`config.mk`:
```
export PLATFORM = sky130hd
export DESIGN_NAME = dual_interval_timer
export DESIGN_NICKNAME = d
export VERILOG_FILES = /design/src/rtl/dit_pkg.sv /design/src/rtl/dit_timer1.sv /design/src/rtl/dit_timer2.sv /design/src/rtl/dit_irq_ctrl.sv /design/src/rtl/dual_interval_timer.sv
export SDC_FILE = /design/constraint.sdc
export NUM_CORES = 1
export LEC_CHECK = 0
export ABC_AREA = 1
export ABC_CLOCK_PERIOD_IN_PS = 2000
export BUFFER_PORTS_ARGS = -buffer_cell sky130_fd_sc_hd__buf_2
export CORE_MARGIN = 8
export CORE_UTILIZATION = 35
export DETAILED_ROUTE_END_ITERATION = 7
export PLACE_DENSITY = 0.55
export SYNTH_ARGS = -nofsm -noshare
export SYNTH_HDL_FRONTEND = slang
export SYNTH_SLANG_ARGS = --single-unit
```
`constraint.sdc`:
```
create_clock -name clk -period 2 [get_ports clk]
set_input_delay 0.4 -clock clk [delete_from_list [all_inputs] [get_ports clk]]
set_output_delay 0.4 -clock clk [all_outputs]
set_load 0.005 [all_outputs]
```
`src/rtl/dit_pkg.sv`:
```
package dit_pkg;
   // Register offsets; software decodes these, so the values are fixed.
   localparam logic [3:0] OFF_T1_LO  = 4'd4;
   localparam logic [3:0] OFF_T1_HI  = 4'd5;
   localparam logic [3:0] OFF_L1_LO  = 4'd6;
   localparam logic [3:0] OFF_L1_HI  = 4'd7;
   localparam logic [3:0] OFF_T2_LO  = 4'd8;
   localparam logic [3:0] OFF_T2_HI  = 4'd9;
   localparam logic [3:0] OFF_FLAGS  = 4'd13;
   localparam logic [3:0] OFF_ENABLE = 4'd14;

   // Flag bit positions inside the flag and enable registers.
   localparam int unsigned FLAG_T1 = 6;
   localparam int unsigned FLAG_T2 = 5;
endpackage

```
`src/rtl/dit_timer1.sv`:
```
module dit_timer1 #(
   parameter int unsigned DATA_W = 8,
   localparam int unsigned CNT_W = 2 * DATA_W
) (
   input  logic              clk,
   input  logic              rst_n,
   input  logic              tick,
   input  logic              wr_lat_lo,   // latch low byte only
   input  logic              wr_load,     // latch high byte + load count
   input  logic              wr_lat_hi,   // latch high byte only
   input  logic [DATA_W-1:0] wdata,
   output logic [CNT_W-1:0]  cnt,
   output logic [CNT_W-1:0]  latch,
   output logic              zero_evt
);
   logic [CNT_W-1:0] cnt_q, lat_q, cnt_nxt;
   logic             under_q;   // count has passed from 0 to all-ones

   always_comb begin
      if (under_q) cnt_nxt = lat_q;
      else         cnt_nxt = cnt_q - 1'b1;
   end

   assign zero_evt = tick && !wr_load && (cnt_nxt == '0);
   assign cnt      = cnt_q;
   assign latch    = lat_q;

   always_ff @(posedge clk) begin
      if (!rst_n) begin
         cnt_q   <= '1;
         lat_q   <= '1;
         under_q <= 1'b0;
      end else begin
         if (wr_lat_lo)
            lat_q[DATA_W-1:0] <= wdata;
         if (wr_lat_hi || wr_load)
            lat_q[CNT_W-1:DATA_W] <= wdata;
         if (wr_load) begin
            cnt_q   <= {wdata, lat_q[DATA_W-1:0]};
            under_q <= 1'b0;
         end else if (tick) begin
            cnt_q   <= cnt_nxt;
            under_q <= !under_q && (cnt_q == '0);
         end
      end
   end

   p_reload_r2: assert property (@(posedge clk) disable iff (!rst_n)
      (tick && under_q && !wr_load) |=> cnt_q == $past(lat_q));
   p_zero_r3: assert property (@(posedge clk) disable iff (!rst_n)
      zero_evt |=> cnt_q == '0);
   p_load_r5: assert property (@(posedge clk) disable iff (!rst_n)
      wr_load |=> cnt_q == {$past(wdata), $past(lat_q[DATA_W-1:0])});
   p_hold_r12: assert property (@(posedge clk) disable iff (!rst_n)
      (!tick && !wr_load) |=> $stable(cnt_q));
endmodule

```
`src/rtl/dit_timer2.sv`:
```
module dit_timer2 #(
   parameter int unsigned DATA_W = 8,
   localparam int unsigned CNT_W = 2 * DATA_W
) (
   input  logic              clk,
   input  logic              rst_n,
   input  logic              tick,
   input  logic              wr_lo,
   input  logic              wr_hi,
   input  logic [DATA_W-1:0] wdata,
   output logic [CNT_W-1:0]  cnt,
   output logic              zero_evt
);
   logic [CNT_W-1:0]  cnt_q;
   logic [DATA_W-1:0] lo_q;
   logic              armed_q;

   assign zero_evt = tick && !wr_hi && armed_q && (cnt_q == CNT_W'(1));
   assign cnt      = cnt_q;

   always_ff @(posedge clk) begin
      if (!rst_n) begin
         cnt_q   <= '1;
         lo_q    <= '0;
         armed_q <= 1'b0;
      end else begin
         if (wr_lo) lo_q <= wdata;
         if (wr_hi) begin
            cnt_q   <= {wdata, lo_q};
            armed_q <= 1'b1;
         end else if (tick) begin
            cnt_q <= cnt_q - 1'b1;
            if (zero_evt) armed_q <= 1'b0;
         end
      end
   end

   p_load_r8: assert property (@(posedge clk) disable iff (!rst_n)
      wr_hi |=> cnt_q == {$past(wdata), $past(lo_q)});
   p_once_r9: assert property (@(posedge clk) disable iff (!rst_n)
      zero_evt |=> !armed_q);
   p_hold_r12: assert property (@(posedge clk) disable iff (!rst_n)
      (!tick && !wr_hi) |=> $stable(cnt_q));
endmodule

```
`src/rtl/dit_irq_ctrl.sv`:
```
module dit_irq_ctrl #(
   parameter int unsigned DATA_W = 8,
   localparam int unsigned FLAG_W = DATA_W - 1
) (
   input  logic              clk,
   input  logic              rst_n,
   input  logic [FLAG_W-1:0] set_v,     // hardware events
   input  logic [FLAG_W-1:0] hi_clr_v,  // clears that beat a set
   input  logic [FLAG_W-1:0] lo_clr_v,  // clears that lose to a set
   input  logic              wr_enable,
   input  logic [DATA_W-1:0] wdata,
   output logic [FLAG_W-1:0] flags,
   output logic [FLAG_W-1:0] enables,
   output logic              irq
);
   logic [FLAG_W-1:0] flags_q, en_q;

   for (genvar b = 0; b < FLAG_W; b++) begin : g_flag
      always_ff @(posedge clk) begin
         if (!rst_n)           flags_q[b] <= 1'b0;
         else if (hi_clr_v[b]) flags_q[b] <= 1'b0;
         else if (set_v[b])    flags_q[b] <= 1'b1;
         else if (lo_clr_v[b]) flags_q[b] <= 1'b0;
      end
   end

   always_ff @(posedge clk) begin
      if (!rst_n) en_q <= '0;
      else if (wr_enable) begin
         if (wdata[DATA_W-1]) en_q <= en_q | wdata[FLAG_W-1:0];
         else                 en_q <= en_q & ~wdata[FLAG_W-1:0];
      end
   end

   assign flags   = flags_q;
   assign enables = en_q;
   assign irq     = |(flags_q & en_q);

   p_hiclr_r6: assert property (@(posedge clk) disable iff (!rst_n)
      (hi_clr_v != '0) |=> ($past(hi_clr_v) & flags_q) == '0);
   p_set_r3: assert property (@(posedge clk) disable iff (!rst_n)
      (set_v != '0) |=> (($past(set_v) & ~$past(hi_clr_v)) & ~flags_q) == '0);
   p_loclr_r10: assert property (@(posedge clk) disable iff (!rst_n)
      (lo_clr_v != '0) |=> ($past(lo_clr_v) & ~$past(set_v) & flags_q) == '0);
endmodule

```
`src/rtl/dual_interval_timer.sv`:
```
module dual_interval_timer
   import dit_pkg::*;
#(
   parameter int unsigned DATA_W = 8,
   parameter int unsigned ADDR_W = 4,
   parameter bit          RD_REG = 1'b0,  // 1: registered read data
   localparam int unsigned CNT_W  = 2 * DATA_W,
   localparam int unsigned FLAG_W = DATA_W - 1
) (
   input  logic              clk,
   input  logic              rst_n,
   input  logic              tick_en,
   input  logic              bus_sel,
   input  logic              bus_wr,
   input  logic [ADDR_W-1:0] bus_addr,
   input  logic [DATA_W-1:0] bus_wdata,
   output logic [DATA_W-1:0] bus_rdata,
   output logic              irq
);
   if (DATA_W < 8) begin : g_bad_data_w
      $error("DATA_W must be at least 8 to hold the flag positions");
   end
   if (ADDR_W < 4) begin : g_bad_addr_w
      $error("ADDR_W must be at least 4 to reach every offset");
   end

   logic acc_wr, acc_rd;
   assign acc_wr = bus_sel && bus_wr;
   assign acc_rd = bus_sel && !bus_wr;

   function automatic logic hit(input logic [ADDR_W-1:0] a, input logic [3:0] off);
      return a == ADDR_W'(off);
   endfunction

   logic [CNT_W-1:0]  t1_cnt, t1_lat, t2_cnt;
   logic              t1_zero, t2_zero;
   logic [FLAG_W-1:0] flags, enables, set_v, hi_clr_v, lo_clr_v;

   dit_timer1 #(.DATA_W(DATA_W)) u_t1 (
      .clk       (clk),
      .rst_n     (rst_n),
      .tick      (tick_en),
      .wr_lat_lo (acc_wr && (hit(bus_addr, OFF_T1_LO) || hit(bus_addr, OFF_L1_LO))),
      .wr_load   (acc_wr && hit(bus_addr, OFF_T1_HI)),
      .wr_lat_hi (acc_wr && hit(bus_addr, OFF_L1_HI)),
      .wdata     (bus_wdata),
      .cnt       (t1_cnt),
      .latch     (t1_lat),
      .zero_evt  (t1_zero)
   );

   dit_timer2 #(.DATA_W(DATA_W)) u_t2 (
      .clk      (clk),
      .rst_n    (rst_n),
      .tick     (tick_en),
      .wr_lo    (acc_wr && hit(bus_addr, OFF_T2_LO)),
      .wr_hi    (acc_wr && hit(bus_addr, OFF_T2_HI)),
      .wdata    (bus_wdata),
      .cnt      (t2_cnt),
      .zero_evt (t2_zero)
   );

   always_comb begin
      set_v    = '0;
      hi_clr_v = '0;
      lo_clr_v = '0;
      set_v[FLAG_T1]    = t1_zero;
      set_v[FLAG_T2]    = t2_zero;
      hi_clr_v[FLAG_T1] = acc_wr && (hit(bus_addr, OFF_T1_HI) || hit(bus_addr, OFF_L1_HI));
      if (acc_wr && hit(bus_addr, OFF_FLAGS))
         lo_clr_v = bus_wdata[FLAG_W-1:0];
      if (acc_rd && hit(bus_addr, OFF_T2_LO))
         lo_clr_v[FLAG_T2] = 1'b1;
   end

   dit_irq_ctrl #(.DATA_W(DATA_W)) u_irq (
      .clk       (clk),
      .rst_n     (rst_n),
      .set_v     (set_v),
      .hi_clr_v  (hi_clr_v),
      .lo_clr_v  (lo_clr_v),
      .wr_enable (acc_wr && hit(bus_addr, OFF_ENABLE)),
      .wdata     (bus_wdata),
      .flags     (flags),
      .enables   (enables),
      .irq       (irq)
   );

   logic [DATA_W-1:0] rd_mux;
   always_comb begin
      rd_mux = '0;
      if      (hit(bus_addr, OFF_T1_LO))  rd_mux = t1_cnt[DATA_W-1:0];
      else if (hit(bus_addr, OFF_T1_HI))  rd_mux = t1_cnt[CNT_W-1:DATA_W];
      else if (hit(bus_addr, OFF_L1_LO))  rd_mux = t1_lat[DATA_W-1:0];
      else if (hit(bus_addr, OFF_L1_HI))  rd_mux = t1_lat[CNT_W-1:DATA_W];
      else if (hit(bus_addr, OFF_T2_LO))  rd_mux = t2_cnt[DATA_W-1:0];
      else if (hit(bus_addr, OFF_T2_HI))  rd_mux = t2_cnt[CNT_W-1:DATA_W];
      else if (hit(bus_addr, OFF_FLAGS))  rd_mux = {irq, flags};
      else if (hit(bus_addr, OFF_ENABLE)) rd_mux = {1'b1, enables};
   end

   if (RD_REG) begin : g_rd_reg
      logic [DATA_W-1:0] rd_q;
      always_ff @(posedge clk) begin
         if (!rst_n)      rd_q <= '0;
         else if (acc_rd) rd_q <= rd_mux;
      end
      assign bus_rdata = rd_q;
   end else begin : g_rd_comb
      assign bus_rdata = acc_rd ? rd_mux : '0;
   end

   p_irq_src_r11: assert property (@(posedge clk) disable iff (!rst_n)
      irq |-> (flags & enables) != '0);
endmodule

```
# [After elaboration in Yosys (flattened, before gate mapping)]
# Index checks and enable logic that the tools add are counted.
[op_classes] add_sub_neg=2 eq_ne=9 mux=24 bitwise_logic=5 reduce_logical=35
[ops] cell="$mux W16" count=5
[ops] cell="$mux W8" count=9
[ops] cell="$logic_not A16 Y1" count=2
[ops] cell="$sub A16 B1 Y16 const B" count=2
[ops] cell="$logic_and A1 B1 Y1" count=17
[ops] cell="$eq A16 B1 Y1 const B" count=1
[ops] cell="$eq A4 B3 Y1 const B" count=4
[ops] cell="$eq A4 B4 Y1 const B" count=4
[ops] cell="$and A7 B7 Y7" count=2
[ops] cell="$mux W7" count=2
[ops] cell="$reduce_bool A2 Y1" count=5
[ops] cell="$mux W1" count=8
[ops] cell="$not A7 Y7" count=1
[ops] cell="$or A7 B7 Y7" count=1
[ops] cell="$reduce_or A7 Y1" count=1
[ops] cell="$logic_not A1 Y1" count=4
[ops] cell="$reduce_or A2 Y1" count=2
[ops] cell="$logic_or A1 B1 Y1" count=3
[ops] cell="$reduce_and A2 Y1" count=1
[ops] cell="$not A1 Y1" count=1
[totals] register_bits=67 inputBits=17 out_inout_bits=9 wordCells=85

# [Logic depth before layout (Yosys ltp)]
[depth] depth_word=10 depth_mapped=13 ltp_nobuf=13

# [By module]
# A second synthesis with hierarchy kept.
[unflattened] cells_unflattened=754 area_unflattened_um2=4689.5
[by_module_without_submodules] module="dit_timer1" n_inst=1 cells_each=279 area_per_inst_um2=1868.0 seq_area_each_um2=660.6
[by_module_without_submodules] module="dit_timer2" n_inst=1 cells_each=214 area_per_inst_um2=1405.1 seq_area_each_um2=500.5
[by_module_without_submodules] module="dual_interval_timer" n_inst=1 cells_each=174 area_per_inst_um2=803.3 seq_area_each_um2=0.0
[by_module_without_submodules] module="dit_irq_ctrl" n_inst=1 cells_each=87 area_per_inst_um2=613.1 seq_area_each_um2=280.3

# [Worst setup path before layout]
# No wires, ideal clock.
[synth_path] path_type="input to output" startpoint="input port bus_addr[2]" endpoint="output port bus_rdata[4]" arrival_time_ns=1.431 required_ns=1.600 setup_slack_ns=0.169 cell_stages=11 path_buffers=1 cell_sequence="inv_1 nor2_2 nand2_1 nor2_1 inv_1 buf_2 o21ai_0 o22ai_1 o21ai_0 o221ai_1 inv_1"
[synth_via] elab_chain_len=10 elab_cells_between_ends=17 classes_between="eq/ne (8); mux (9)"
[synth_rtl] element="start: declaration" line="dual_interval_timer.sv:15" text="input logic [ADDR_W-1:0] bus_addr,"
[synth_rtl] element="$eq A4 B4 Y1" line="dual_interval_timer.sv:32" text="return a == ADDR_W'(off);"
[synth_rtl] element="$mux W8" line="dual_interval_timer.sv:99" text="else if (hit(bus_addr, OFF_ENABLE)) rd_mux = {1'b1, enables};"
[synth_rtl] element="$mux W8" line="dual_interval_timer.sv:98" text="else if (hit(bus_addr, OFF_FLAGS)) rd_mux = {irq, flags};"
[synth_rtl] element="$mux W8" line="dual_interval_timer.sv:97" text="else if (hit(bus_addr, OFF_T2_HI)) rd_mux = t2_cnt[CNT_W-1:DATA_W];"
[synth_rtl] element="$mux W8" line="dual_interval_timer.sv:96" text="else if (hit(bus_addr, OFF_T2_LO)) rd_mux = t2_cnt[DATA_W-1:0];"
[synth_rtl] element="$mux W8" line="dual_interval_timer.sv:95" text="else if (hit(bus_addr, OFF_L1_HI)) rd_mux = t1_lat[CNT_W-1:DATA_W];"
[synth_rtl] element="$mux W8" line="dual_interval_timer.sv:94" text="else if (hit(bus_addr, OFF_L1_LO)) rd_mux = t1_lat[DATA_W-1:0];"
[synth_rtl] element="$mux W8" line="dual_interval_timer.sv:93" text="else if (hit(bus_addr, OFF_T1_HI)) rd_mux = t1_cnt[CNT_W-1:DATA_W];"
[synth_rtl] element="$mux W8 *" line="dual_interval_timer.sv:92" text="if (hit(bus_addr, OFF_T1_LO)) rd_mux = t1_cnt[DATA_W-1:0];"
[synth_rtl] element="$mux W8 *" line="dual_interval_timer.sv:110" text="assign bus_rdata = acc_rd ? rd_mux : '0;"
[synth_rtl] element="end: declaration" line="dual_interval_timer.sv:17" text="output logic [DATA_W-1:0] bus_rdata,"
# Every way passes the cells marked *; elsewhere a longest branch is shown, timed or not.

# [Worst setup path in the final report]
[layout_path] startpoint="input port bus_addr[3]" endpoint="output port bus_rdata[0]"
# Same word-level chain as after synthesis.

==> flow_summary.json <==
{
  "grt_max_degree": 39,
  "io_pins": 26,
  "routed_wl_um": 14800,
  "grt-ovfl-total": 0,
  "vias_per_cell": 5.53,
  "relSlewSlack_pct": 69.6,
  "hold_viol_final": 0,
  "synth_area_mm2": 0.00399,
  "portBuffers": 25,
  "min-delay-start": "bus_wdata[1]",
  "clk_latency_ns": 0.34,
  "crit_required_ns": 1.60,
  "yosysTopAreaCell": "dfxtp_1",
  "netlist_top_cells_area": "dfxtp_1, nand2_1, inv_1, o21ai_0, a21oi_1",
  "final_area_mm2": 0.00529,
  "fin_ws_ns": -0.119,
  "max_freq_ghz": 0.472,
  "grt_pass1_vias": 4354,
  "tritoncts": "yes",
  "synth_edf_count": 0,
  "antenna_found_initial": 0,
  "cp.arrival_ns": 1.72,
  "die_area_mm2": 0.0151,
  "grtUsageTotal_pct": 19.9,
  "synth.most_common_cell": "nand2_1",
  "finalCoreUtilization_pct": 46.9,
  "r2r_start": "u_t1.cnt[1]",
  "drv_cap": 0,
  "dp_slack_ns": -0.283,
  "drive_above_1_share_pct": 24.4,
  "cp-startpoint": "bus_addr[3]",
  "layout-area-overhead-vs-synth_pct": 32.4,
  "num_antenna_cells": 0,
  "cts_hold_buf": 0,
  "rsz0062_at_grt": "true",
  "cts_buffer_depth": 2,
  "cp-start-kind": "input port",
  "place_congestion": 0.897,
  "power-per-cell-area_mw_per_mm2": 678,
  "syn_inst": 601,
  "finalNetCount": 695,
  "path_class": "input port to primary output",
  "placed_area_mm2": 0.00458,
  "ys_warn_count": 0,
  "dp_cells": 796,
  "critPathCaptureType": "primary output",
  "clk_pin_slew_ns": 0.06,
  "start_util_pct": 35.4,
  "violations": "negative setup slack",
  "status": "finished with violations",
  "synth_top_cell_area_share_pct": 33.6,
  "finalSetupViolCount": 7,
  "wire_per_inst_um": 18.0,
  "fp.dieH_um": 123,
  "first_iter_violations": 360,
  "grt_pass1_wl_um": 23100,
  "numCtsBuffers": 9,
  "drc_errors": 0,
  "peakVddDrop_v": 0.000347,
  "stdcell_count": 823,
  "r2r_slack_ns": 0.19,
  "dp_hpwl_um": 10600,
  "worst_slew_pin_slew_ns": 0.456,
  "finalMaxSlewViolations": 0,
  "hold_path_class": "input port to register",
  "core_mm2": 0.0113,
  "die_w_um": 123,
  "ys_ff_latch": 67,
  "synth_cell_types": 36,
  "synth.avg_cell_area_um2": 6.64,
  "period_minus_slack_ns": 2.12,
  "yosysSeqAreaShare_pct": 33.6,
  "num_vias": 4549,
  "ant_nets": 0,
  "fin_setup_tns_ns": -0.446,
  "cts.sinks": 67,
  "final.period_utilization_pct": 106,
  "ys.flop_type": "dfxtp_1",
  "firstDrtPassIters": 4,
  "synth_nets": 621,
  "num_rows": 39,
  "async_flop_share_pct": 0,
  "p_leak_nw": 2.42,
  "htreeDepth": 3,
  "root_buffer": "clkbuf_16",
  "netlist_top_cells_count": "nand2_1, inv_1, dfxtp_1",
  "fin_worst_skew_ns": 0.00654,
  "critPathMaxFanout": 5
}
==> power breakdown <==
part / leakage [nW] / switching (W) / internal (W)
registers: 0.549 / 0.0000691 / 0.00139
logic: 1.73 / 0.000326 / 0.000213
clock network: 0.141 / 0.000627 / 0.000960
total: 2.42 / 0.00102 / 0.00256
==> worst paths after layout <==
path / to / cells past startpoint
worst min register to register: u_t2.lo_q[4] / 2
worst max-delay path: bus_rdata[0] / 11
worst min-delay path: register / 3
worst max register to register: u_irq.flags[6] / 12
==> metal layers <==
layer / GRT usage [%] / vias up / part of all wire [%]
met5: 0 / - / 0
met4: 10.7 / 0 / 3.8
met3: 2.94 / 41 / 5.2
met2: 31.1 / 161 / 47
met1: 26.1 / 2152 / 44
li1: - / 2195 / -
==> metrics by stage <==
stage                     hold slack, ns  power (W)
after floorplan                    0.425    0.00172
after global placement             0.449    0.00193
after detailed placement           0.455    0.00193
after CTS                          0.408    0.00356
after global routing               0.413    0.00373
final                              0.418    0.00359
==> area by class of cell <==
type,instances,area [um2]
multi-input combinational,431,2490
tap,143,179
timing repair buffer,83,647
sequential,67,1340
inverter,82,328
clock inverter,7,68.8
fill,1150,5990
timing repair inverter,1,7.51
clock buffer,9,225
==> kinds of logic (layout without fill, tap and decap cells) <==
family                   Yosys count  after routing  synth area share [%]
adder cells (fa/ha/maj)            3              3                 0.941
XOR/XNOR                          12             12                  2.63
AO/OA/AOI/OAI                    156            156                  24.2
AND/OR/NAND/NOR                  260            260                  28.6
flip-flops                        67             67                  33.6
buffers and inverters            103            182                  10.1
==> critical path: stages <==
cell,delay [ns]
buf_12,0.11
nor2_4,0.11
buf_4,0.14
inv_1,0.05
nor2_1,0.08
buf_4,0.14
inv_1,0.08
o21ai_0,0.25
o221ai_1,0.17
inv_1,0.07
buf_2,0.10
==> cell usage in the layout, fill, tap and decap left out, types with 16 or more instances in the layout <==
master and count:
nand3_1 40, o21ai_1 16, dfxtp_1 66, o211ai_1 19, nand2_1 142, o21ai_0 26
a21oi_1 37, buf_4 51, inv_1 72, buf_2 21, nor2_1 34
==> what timing repair did <==
item | in CTS | in global routing
pin swaps | 19 | 19
gates resized for setup | 63 | 52
setup endpoints to repair | 8 | 18
setup buffers | 12 | 3
cloned | 0 | 1
(Power assumes the default switching activity.)
